`config.mk`:
```
export PLATFORM = sky130hd
export DESIGN_NAME = dds_cw_regfile
export DESIGN_NICKNAME = d
export VERILOG_FILES = /design/src/rtl/dds_cw_pkg.sv /design/src/rtl/dds_cw_decode.sv /design/src/rtl/dds_cw_seq.sv /design/src/rtl/dds_cw_freq_reg.sv /design/src/rtl/dds_cw_phase_reg.sv /design/src/rtl/dds_cw_regfile.sv
export SDC_FILE = /design/constraint.sdc
export NUM_CORES = 1
export LEC_CHECK = 0
export BUFFER_PORTS_ARGS = -buffer_cell sky130_fd_sc_hd__buf_2
export CAP_MARGIN = 10
export CORE_MARGIN = 8
export CORE_UTILIZATION = 53
export CTS_CLUSTER_DIAMETER = 120
export DETAILED_ROUTE_END_ITERATION = 12
export PLACE_DENSITY = 0.86
export SYNTH_ARGS = -nofsm -noshare
export SYNTH_HDL_FRONTEND = slang
export SYNTH_HIERARCHICAL = 1
export SYNTH_SLANG_ARGS = --single-unit
```
`constraint.sdc`:
```
create_clock -name clk_i -period 1.9 [get_ports clk_i]
set_input_delay 0 -clock clk_i [delete_from_list [all_inputs] [get_ports clk_i]]
set_output_delay 0 -clock clk_i [all_outputs]
set_load 0.01 [all_outputs]
```
`src/rtl/dds_cw_pkg.sv`:
```
package dds_cw_pkg;
  localparam int WORD_W  = 16;
  localparam int HALF_W  = 14;
  localparam int FREQ_W  = 2 * HALF_W;
  localparam int PHASE_W = 12;
  localparam int NBANK   = 2;

  // bit positions inside a control word
  localparam int B_SEQ = 13, B_HI = 12, B_FSEL = 11, B_PSEL = 10, B_CRST = 8;
  localparam int B_HOLD = 7, B_DAC = 6, B_MSBO = 5, B_MSBD = 3, B_TRI = 1;
  localparam int B_PBANK = 13;

  typedef enum logic [1:0] {
    TGT_CTRL = 2'b00,
    TGT_F0   = 2'b01,
    TGT_F1   = 2'b10,
    TGT_PH   = 2'b11
  } tgt_e;

  typedef struct packed {
    logic seq_en;
    logic hi_half;
    logic fsel;
    logic psel;
    logic core_rst;
    logic clk_hold;
    logic dac_off;
    logic msb_out;
    logic msb_div;
    logic tri_sel;
  } ctrl_t;
endpackage

```
`src/rtl/dds_cw_decode.sv`:
```
module dds_cw_decode
  import dds_cw_pkg::*;
(
  input  logic                 wr_i,
  input  logic [WORD_W-1:0]    word_i,
  output logic                 ctrl_we_o,
  output ctrl_t                ctrl_o,
  output logic [NBANK-1:0]     freq_we_o,
  output logic [NBANK-1:0]     ph_we_o,
  output logic [HALF_W-1:0]    hdata_o,
  output logic [PHASE_W-1:0]   pdata_o
);
  tgt_e tgt;
  logic unused_bits;

  assign tgt         = tgt_e'(word_i[WORD_W-1 -: 2]);
  assign ctrl_we_o   = wr_i && (tgt == TGT_CTRL);
  assign freq_we_o[0] = wr_i && (tgt == TGT_F0);
  assign freq_we_o[1] = wr_i && (tgt == TGT_F1);
  assign hdata_o     = word_i[HALF_W-1:0];
  assign pdata_o     = word_i[PHASE_W-1:0];

  generate
    for (genvar k = 0; k < NBANK; k++) begin : g_phwe
      assign ph_we_o[k] = wr_i && (tgt == TGT_PH) && (word_i[B_PBANK] == 1'(k));
    end
  endgenerate

  always_comb begin
    ctrl_o          = '0;
    ctrl_o.seq_en   = word_i[B_SEQ];
    ctrl_o.hi_half  = word_i[B_HI];
    ctrl_o.fsel     = word_i[B_FSEL];
    ctrl_o.psel     = word_i[B_PSEL];
    ctrl_o.core_rst = word_i[B_CRST];
    ctrl_o.clk_hold = word_i[B_HOLD];
    ctrl_o.dac_off  = word_i[B_DAC];
    ctrl_o.msb_out  = word_i[B_MSBO];
    ctrl_o.msb_div  = word_i[B_MSBD];
    ctrl_o.tri_sel  = word_i[B_TRI];
  end

  assign unused_bits = ^{word_i[9], word_i[4], word_i[2], word_i[0]};
endmodule

```
`src/rtl/dds_cw_seq.sv`:
```
module dds_cw_seq
  import dds_cw_pkg::*;
(
  input  logic              clk_i,
  input  logic              rst_ni,
  input  logic              seq_en_i,
  input  logic              ctrl_we_i,
  input  logic [NBANK-1:0]  freq_we_i,
  input  logic [HALF_W-1:0] hdata_i,
  output logic              pend_o,
  output logic [HALF_W-1:0] lo_o,
  output logic [NBANK-1:0]  commit_o
);
  logic pend_q, bank_q;
  logic [HALF_W-1:0] lo_q;
  logic any_we, idx;

  assign any_we = |freq_we_i;
  assign idx    = freq_we_i[1];

  always_ff @(posedge clk_i or negedge rst_ni) begin
    if (!rst_ni) begin
      pend_q <= 1'b0;
      bank_q <= 1'b0;
      lo_q   <= '0;
    end else if (ctrl_we_i) begin
      pend_q <= 1'b0;
    end else if (any_we && seq_en_i) begin
      if (pend_q && bank_q == idx) begin
        pend_q <= 1'b0;
      end else begin
        // first half, or a different target restarts the pair
        pend_q <= 1'b1;
        bank_q <= idx;
        lo_q   <= hdata_i;
      end
    end
  end

  generate
    for (genvar k = 0; k < NBANK; k++) begin : g_commit
      assign commit_o[k] = freq_we_i[k] && seq_en_i && pend_q && (bank_q == 1'(k));
    end
  endgenerate

  assign pend_o = pend_q;
  assign lo_o   = lo_q;


  pair_close_chk: assert property (@(posedge clk_i) disable iff (!rst_ni)
    (|commit_o) && !ctrl_we_i |=> !pend_o);

  ctrl_clear_chk: assert property (@(posedge clk_i) disable iff (!rst_ni)
    ctrl_we_i |=> !pend_o);

  idle_pend_chk: assert property (@(posedge clk_i) disable iff (!rst_ni)
    !any_we && !ctrl_we_i |=> $stable(pend_o) && $stable(lo_o));
endmodule

```
`src/rtl/dds_cw_freq_reg.sv`:
```
module dds_cw_freq_reg
  import dds_cw_pkg::*;
(
  input  logic              clk_i,
  input  logic              rst_ni,
  input  logic              half_we_i,
  input  logic              hi_sel_i,
  input  logic              commit_i,
  input  logic [HALF_W-1:0] lo_i,
  input  logic [HALF_W-1:0] hdata_i,
  output logic [FREQ_W-1:0] val_o
);
  logic [FREQ_W-1:0] val_q;

  always_ff @(posedge clk_i or negedge rst_ni) begin
    if (!rst_ni)          val_q <= '0;
    else if (commit_i)    val_q <= {hdata_i, lo_i};
    else if (half_we_i) begin
      if (hi_sel_i) val_q[FREQ_W-1:HALF_W] <= hdata_i;
      else          val_q[HALF_W-1:0]      <= hdata_i;
    end
  end

  assign val_o = val_q;


  keep_hi_chk: assert property (@(posedge clk_i) disable iff (!rst_ni)
    half_we_i && !hi_sel_i && !commit_i |=> $stable(val_o[FREQ_W-1:HALF_W]));

  keep_lo_chk: assert property (@(posedge clk_i) disable iff (!rst_ni)
    half_we_i && hi_sel_i && !commit_i |=> $stable(val_o[HALF_W-1:0]));

  pair_load_chk: assert property (@(posedge clk_i) disable iff (!rst_ni)
    commit_i |=> val_o == {$past(hdata_i), $past(lo_i)});
endmodule

```
`src/rtl/dds_cw_phase_reg.sv`:
```
module dds_cw_phase_reg
  import dds_cw_pkg::*;
(
  input  logic               clk_i,
  input  logic               rst_ni,
  input  logic               we_i,
  input  logic [PHASE_W-1:0] data_i,
  output logic [PHASE_W-1:0] val_o
);
  logic [PHASE_W-1:0] val_q;

  always_ff @(posedge clk_i or negedge rst_ni) begin
    if (!rst_ni)   val_q <= '0;
    else if (we_i) val_q <= data_i;
  end

  assign val_o = val_q;


  phase_load_chk: assert property (@(posedge clk_i) disable iff (!rst_ni)
    we_i |=> val_o == $past(data_i));
endmodule

```
`src/rtl/dds_cw_regfile.sv`:
```
module dds_cw_regfile
  import dds_cw_pkg::*;
(
  input  logic               clk_i,
  input  logic               rst_ni,
  input  logic               wr_i,
  input  logic [WORD_W-1:0]  word_i,
  output logic [FREQ_W-1:0]  freq0_o,
  output logic [FREQ_W-1:0]  freq1_o,
  output logic [PHASE_W-1:0] phase0_o,
  output logic [PHASE_W-1:0] phase1_o,
  output logic [FREQ_W-1:0]  freq_o,
  output logic [PHASE_W-1:0] phase_o,
  output logic               seq_en_o,
  output logic               hi_half_o,
  output logic               freq_sel_o,
  output logic               phase_sel_o,
  output logic               core_rst_o,
  output logic               clk_hold_o,
  output logic               dac_off_o,
  output logic               msb_out_o,
  output logic               msb_div_o,
  output logic               tri_mode_o,
  output logic               hi_pending_o
);
  ctrl_t              ctrl_d, ctrl_q;
  logic               ctrl_we;
  logic [NBANK-1:0]   freq_we, ph_we, commit;
  logic [HALF_W-1:0]  hdata, lo_held;
  logic [PHASE_W-1:0] pdata;
  logic [FREQ_W-1:0]  freq_q [NBANK];
  logic [PHASE_W-1:0] phase_q [NBANK];

  dds_cw_decode u_dec (
    .wr_i, .word_i,
    .ctrl_we_o(ctrl_we), .ctrl_o(ctrl_d), .freq_we_o(freq_we),
    .ph_we_o(ph_we), .hdata_o(hdata), .pdata_o(pdata)
  );

  always_ff @(posedge clk_i or negedge rst_ni) begin
    if (!rst_ni)      ctrl_q <= '0;
    else if (ctrl_we) ctrl_q <= ctrl_d;
  end

  dds_cw_seq u_seq (
    .clk_i, .rst_ni, .seq_en_i(ctrl_q.seq_en), .ctrl_we_i(ctrl_we),
    .freq_we_i(freq_we), .hdata_i(hdata), .pend_o(hi_pending_o),
    .lo_o(lo_held), .commit_o(commit)
  );

  generate
    for (genvar k = 0; k < NBANK; k++) begin : g_bank
      dds_cw_freq_reg u_freq (
        .clk_i, .rst_ni,
        .half_we_i(freq_we[k] && !ctrl_q.seq_en), .hi_sel_i(ctrl_q.hi_half),
        .commit_i(commit[k]), .lo_i(lo_held), .hdata_i(hdata),
        .val_o(freq_q[k])
      );
      dds_cw_phase_reg u_phase (
        .clk_i, .rst_ni, .we_i(ph_we[k]), .data_i(pdata), .val_o(phase_q[k])
      );
    end
  endgenerate

  assign freq0_o  = freq_q[0];
  assign freq1_o  = freq_q[1];
  assign phase0_o = phase_q[0];
  assign phase1_o = phase_q[1];
  assign freq_o   = ctrl_q.fsel ? freq_q[1] : freq_q[0];
  assign phase_o  = ctrl_q.psel ? phase_q[1] : phase_q[0];

  assign seq_en_o    = ctrl_q.seq_en;
  assign hi_half_o   = ctrl_q.hi_half;
  assign freq_sel_o  = ctrl_q.fsel;
  assign phase_sel_o = ctrl_q.psel;
  assign core_rst_o  = ctrl_q.core_rst;
  assign clk_hold_o  = ctrl_q.clk_hold;
  assign dac_off_o   = ctrl_q.dac_off;
  assign msb_out_o   = ctrl_q.msb_out;
  assign msb_div_o   = ctrl_q.msb_div;
  assign tri_mode_o  = ctrl_q.tri_sel;


  idle_hold_chk: assert property (@(posedge clk_i) disable iff (!rst_ni)
    !wr_i |=> $stable(freq0_o) && $stable(freq1_o) && $stable(phase0_o)
              && $stable(phase1_o) && $stable(ctrl_q));

  ctrl_load_chk: assert property (@(posedge clk_i) disable iff (!rst_ni)
    wr_i && word_i[15:14] == 2'b00 |=> freq_sel_o == $past(word_i[B_FSEL])
                                     && seq_en_o == $past(word_i[B_SEQ]));

  first_half_chk: assert property (@(posedge clk_i) disable iff (!rst_ni)
    wr_i && seq_en_o && !hi_pending_o && (word_i[15:14] == 2'b01 || word_i[15:14] == 2'b10)
    |=> $stable(freq0_o) && $stable(freq1_o) && hi_pending_o);

  sel_route_chk: assert property (@(posedge clk_i) disable iff (!rst_ni)
    freq_sel_o |-> freq_o == freq1_o);
endmodule

```
==> metrics.cfg <==
[run_status]
outcome=finished clean

[sta]
finalSetupTns_ns=0
maxSlewHeadroom_pct=49.59
hold_viol=0
setup_viol=0
slew_viol_final=0
clock_skew_ns=0.01294
post-route-period-util_pct=91.22
rsz0062_at_grt=false
clock.fmax_mhz=577.0
period_needed_ns=1.733
hold-worst-slack_ns=0.03356
tightest_slew_ns=0.7561

[detailed_routing]
routed_wl_mm=13.63
dr_total_vias=3841
first_iter_violations=152
drcViolationCount=0
dr.pass1.iters=4
ant_nets=0
routedWlPerCell_um=19.73
viasPerCell=5.559

[finish]
fin_area_sq_mm=0.006570
largest_reg_flops=56
diodes=0
fin_nets=569
fill_cells=807
layout-drive-gt1-share_pct=55.86
mostFrequentLayoutCells=buf_2, dfrtp_1, mux2_2
postLayoutCoreUtil_pct=63.93
final_common_cell=buf_2
area_delta_synth_final_pct=18.11

[worst_setup_path]
endpoint_kind=flop
cp.required_ns=2.16
critPathLaunchType=flop
crit_fanout=14
path_class=reg2reg
crit_arrival_ns=1.99

[clocking]
tritoncts=yes
clock_latency_ns=0.37
numCtsBuffers=9
cts-htree-levels=3
cts_resized=0
cts.clk_slew.worst_paths_ns=0.11
cts_root_buffer=clkbuf_8
clock-sinks=106
clock_path_buffers=2
cts_setup_buffers=0

[floorplanning]
die_width_um=118.5
die_area_sq_mm=0.01403
start_util_pct=54.13
die_h_um=118.5
fp.coreArea_sq_mm=0.01028
row_count=37
ios=150

[place]
post_dp_cell_area_sq_mm=0.006255
portBuffers=149
dp.final_hpwl_mm=9.939
globalplace.congestion=0.7993

[global_routing]
grt_start_max_net_pins=48
grt_first_pass_wirelength_mm=22.05
grt_overflow_total=0
grt_pass1_vias=4190
antenna_found_initial=0
grt_usage_pct=19.28

[min_path]
min_path_type=in2reg

[synthesis]
synthesis.nets=439
synth.ff_latch_count=106
synthDistinctLibCells=28
synth_top_area_share_pct=47.68
yosys.area.top_type=dfrtp_1
synth_area_sq_mm=0.005563
synth_area_leaders=dfrtp_1, mux2_2, mux2_4
yosysWarnings=6
synthCells=420
yosysSeqAreaShare_pct=47.68
avgSynthCellArea_sq_um=13.24

[pwr]
peakVddDrop_mv=0.7931
clockPowerShare_pct=14.2
switching_share_pct=37.08
leakage_nw=3.120
power_density_mw_per_mm2=1412
p_int_w=0.005837
p_comb_share_pct=42.7
seq_power_share_pct=43.2
p_total_w=0.009278
switchingPower_w=0.003441

[job]
drv_cap=0

==> final timing paths <==
kind                                           from                                endpoint  slack [ns]  cells past startpoint
min in group asynchronous                    rst_ni  g_bank[1].u_phase/val_o[1]$_DFFE_PN0P_        0.16                      2
setup reg to reg           u_seq/bank_q$_DFFE_PN0P_               u_seq/lo_o[4]$_DFFE_PN0P_        0.17                      4
setup / recovery           u_seq/bank_q$_DFFE_PN0P_               u_seq/lo_o[4]$_DFFE_PN0P_        0.17                      4
hold reg to reg              clk_hold_o$_DFFE_PN0P_                  clk_hold_o$_DFFE_PN0P_        0.51                      1
hold / removal                            word_i[9]  g_bank[0].u_freq/val_o[23]$_DFFE_PN0P_        0.03                      2
max in group asynchronous                    rst_ni  g_bank[1].u_freq/val_o[16]$_DFFE_PN0P_        1.10                      3
==> what timing repair did <==
| item | CTS | global route |
|---|---|---|
| hold buffers | 12 | 1 |
| setup endpoints to repair | 0 | 0 |
| endpoints found under the hold margin | 92 | 1 |
==> through the flow <==
stage / instances / setup WS, ns
after global placement: 662 / 0.2741
after detailed placement: 662 / 0.2159
after global routing: 691 / 0.07034
final: 691 / 0.1668
after floorplan: 420 / 0.09007
after CTS: 690 / 0.1825
==> metal layers <==
layer | part of all wire (%) | wire [um] | track usage [%] | vias to the layer above
met3 | 5.2 | 715 | 5.093 | 21
li1 | - | - | - | 1730
met2 | 54 | 7338 | 35.17 | 123
met5 | 0 | 0 | 0 | -
met4 | 1.9 | 261 | 6.166 | 0
met1 | 39 | 5317 | 21.45 | 1967
==> layout make-up <==
type,count,area [sq um],area share (%)
Sequential cell,106,2653,40.37
Clock buffer,10,127.6,1.942
Multi-Input combinational cell,225,2385,36.30
Inverter,29,108.9,1.657
Clock inverter,6,57.56,0.8760
Timing Repair Buffer,179,1069,16.26
Tap cell,136,170.2,2.590
==> cell families (layout without fill, tap and decap cells) <==
kind of cell,count (synthesis),after routing,synth area share (%)
AO/OA/AOI/OAI,34,34,5.915
AND/OR/NAND/NOR,74,74,9.784
flip-flops,106,106,47.68
buffers and inverters,89,224,9.672
multiplexers,116,116,26.79
XOR/XNOR,1,1,0.1575
==> Yosys cell counts (all sizes together) <==
cell type  count
mux2         116
dfrtp        106
buf           54
nand2         31
inv           29
o311ai        28
nand4bb       26
clkbuf         6
nor2b          5
a21oi          3
and3b          2
nor2           2
nor3b          2
or4bb          2
a2111oi        1
a22o           1
and4           1
and4b          1
nor3           1
o21ba          1
or3b           1
xnor2          1
==> worst max-delay path, cell delays in order (launching register included) <==
cell and delay, ns:
dfrtp_1 0.46, xnor2_1 0.19, a2111oi_4 0.41, buf_12 0.20
mux2_2 0.35
==> power by group through the flow <==
stage	clock network [W]	logic, W	registers [W]
after CTS	0.00135	0.00401	0.00400
after detailed placement	0	0.00398	0.00404
final	0.00132	0.00396	0.00400
after global placement	0	0.00387	0.00398
after floorplan	0	0.00209	0.00417
after global routing	0.00143	0.00425	0.00414
Power figures use the tool's default switching activity.
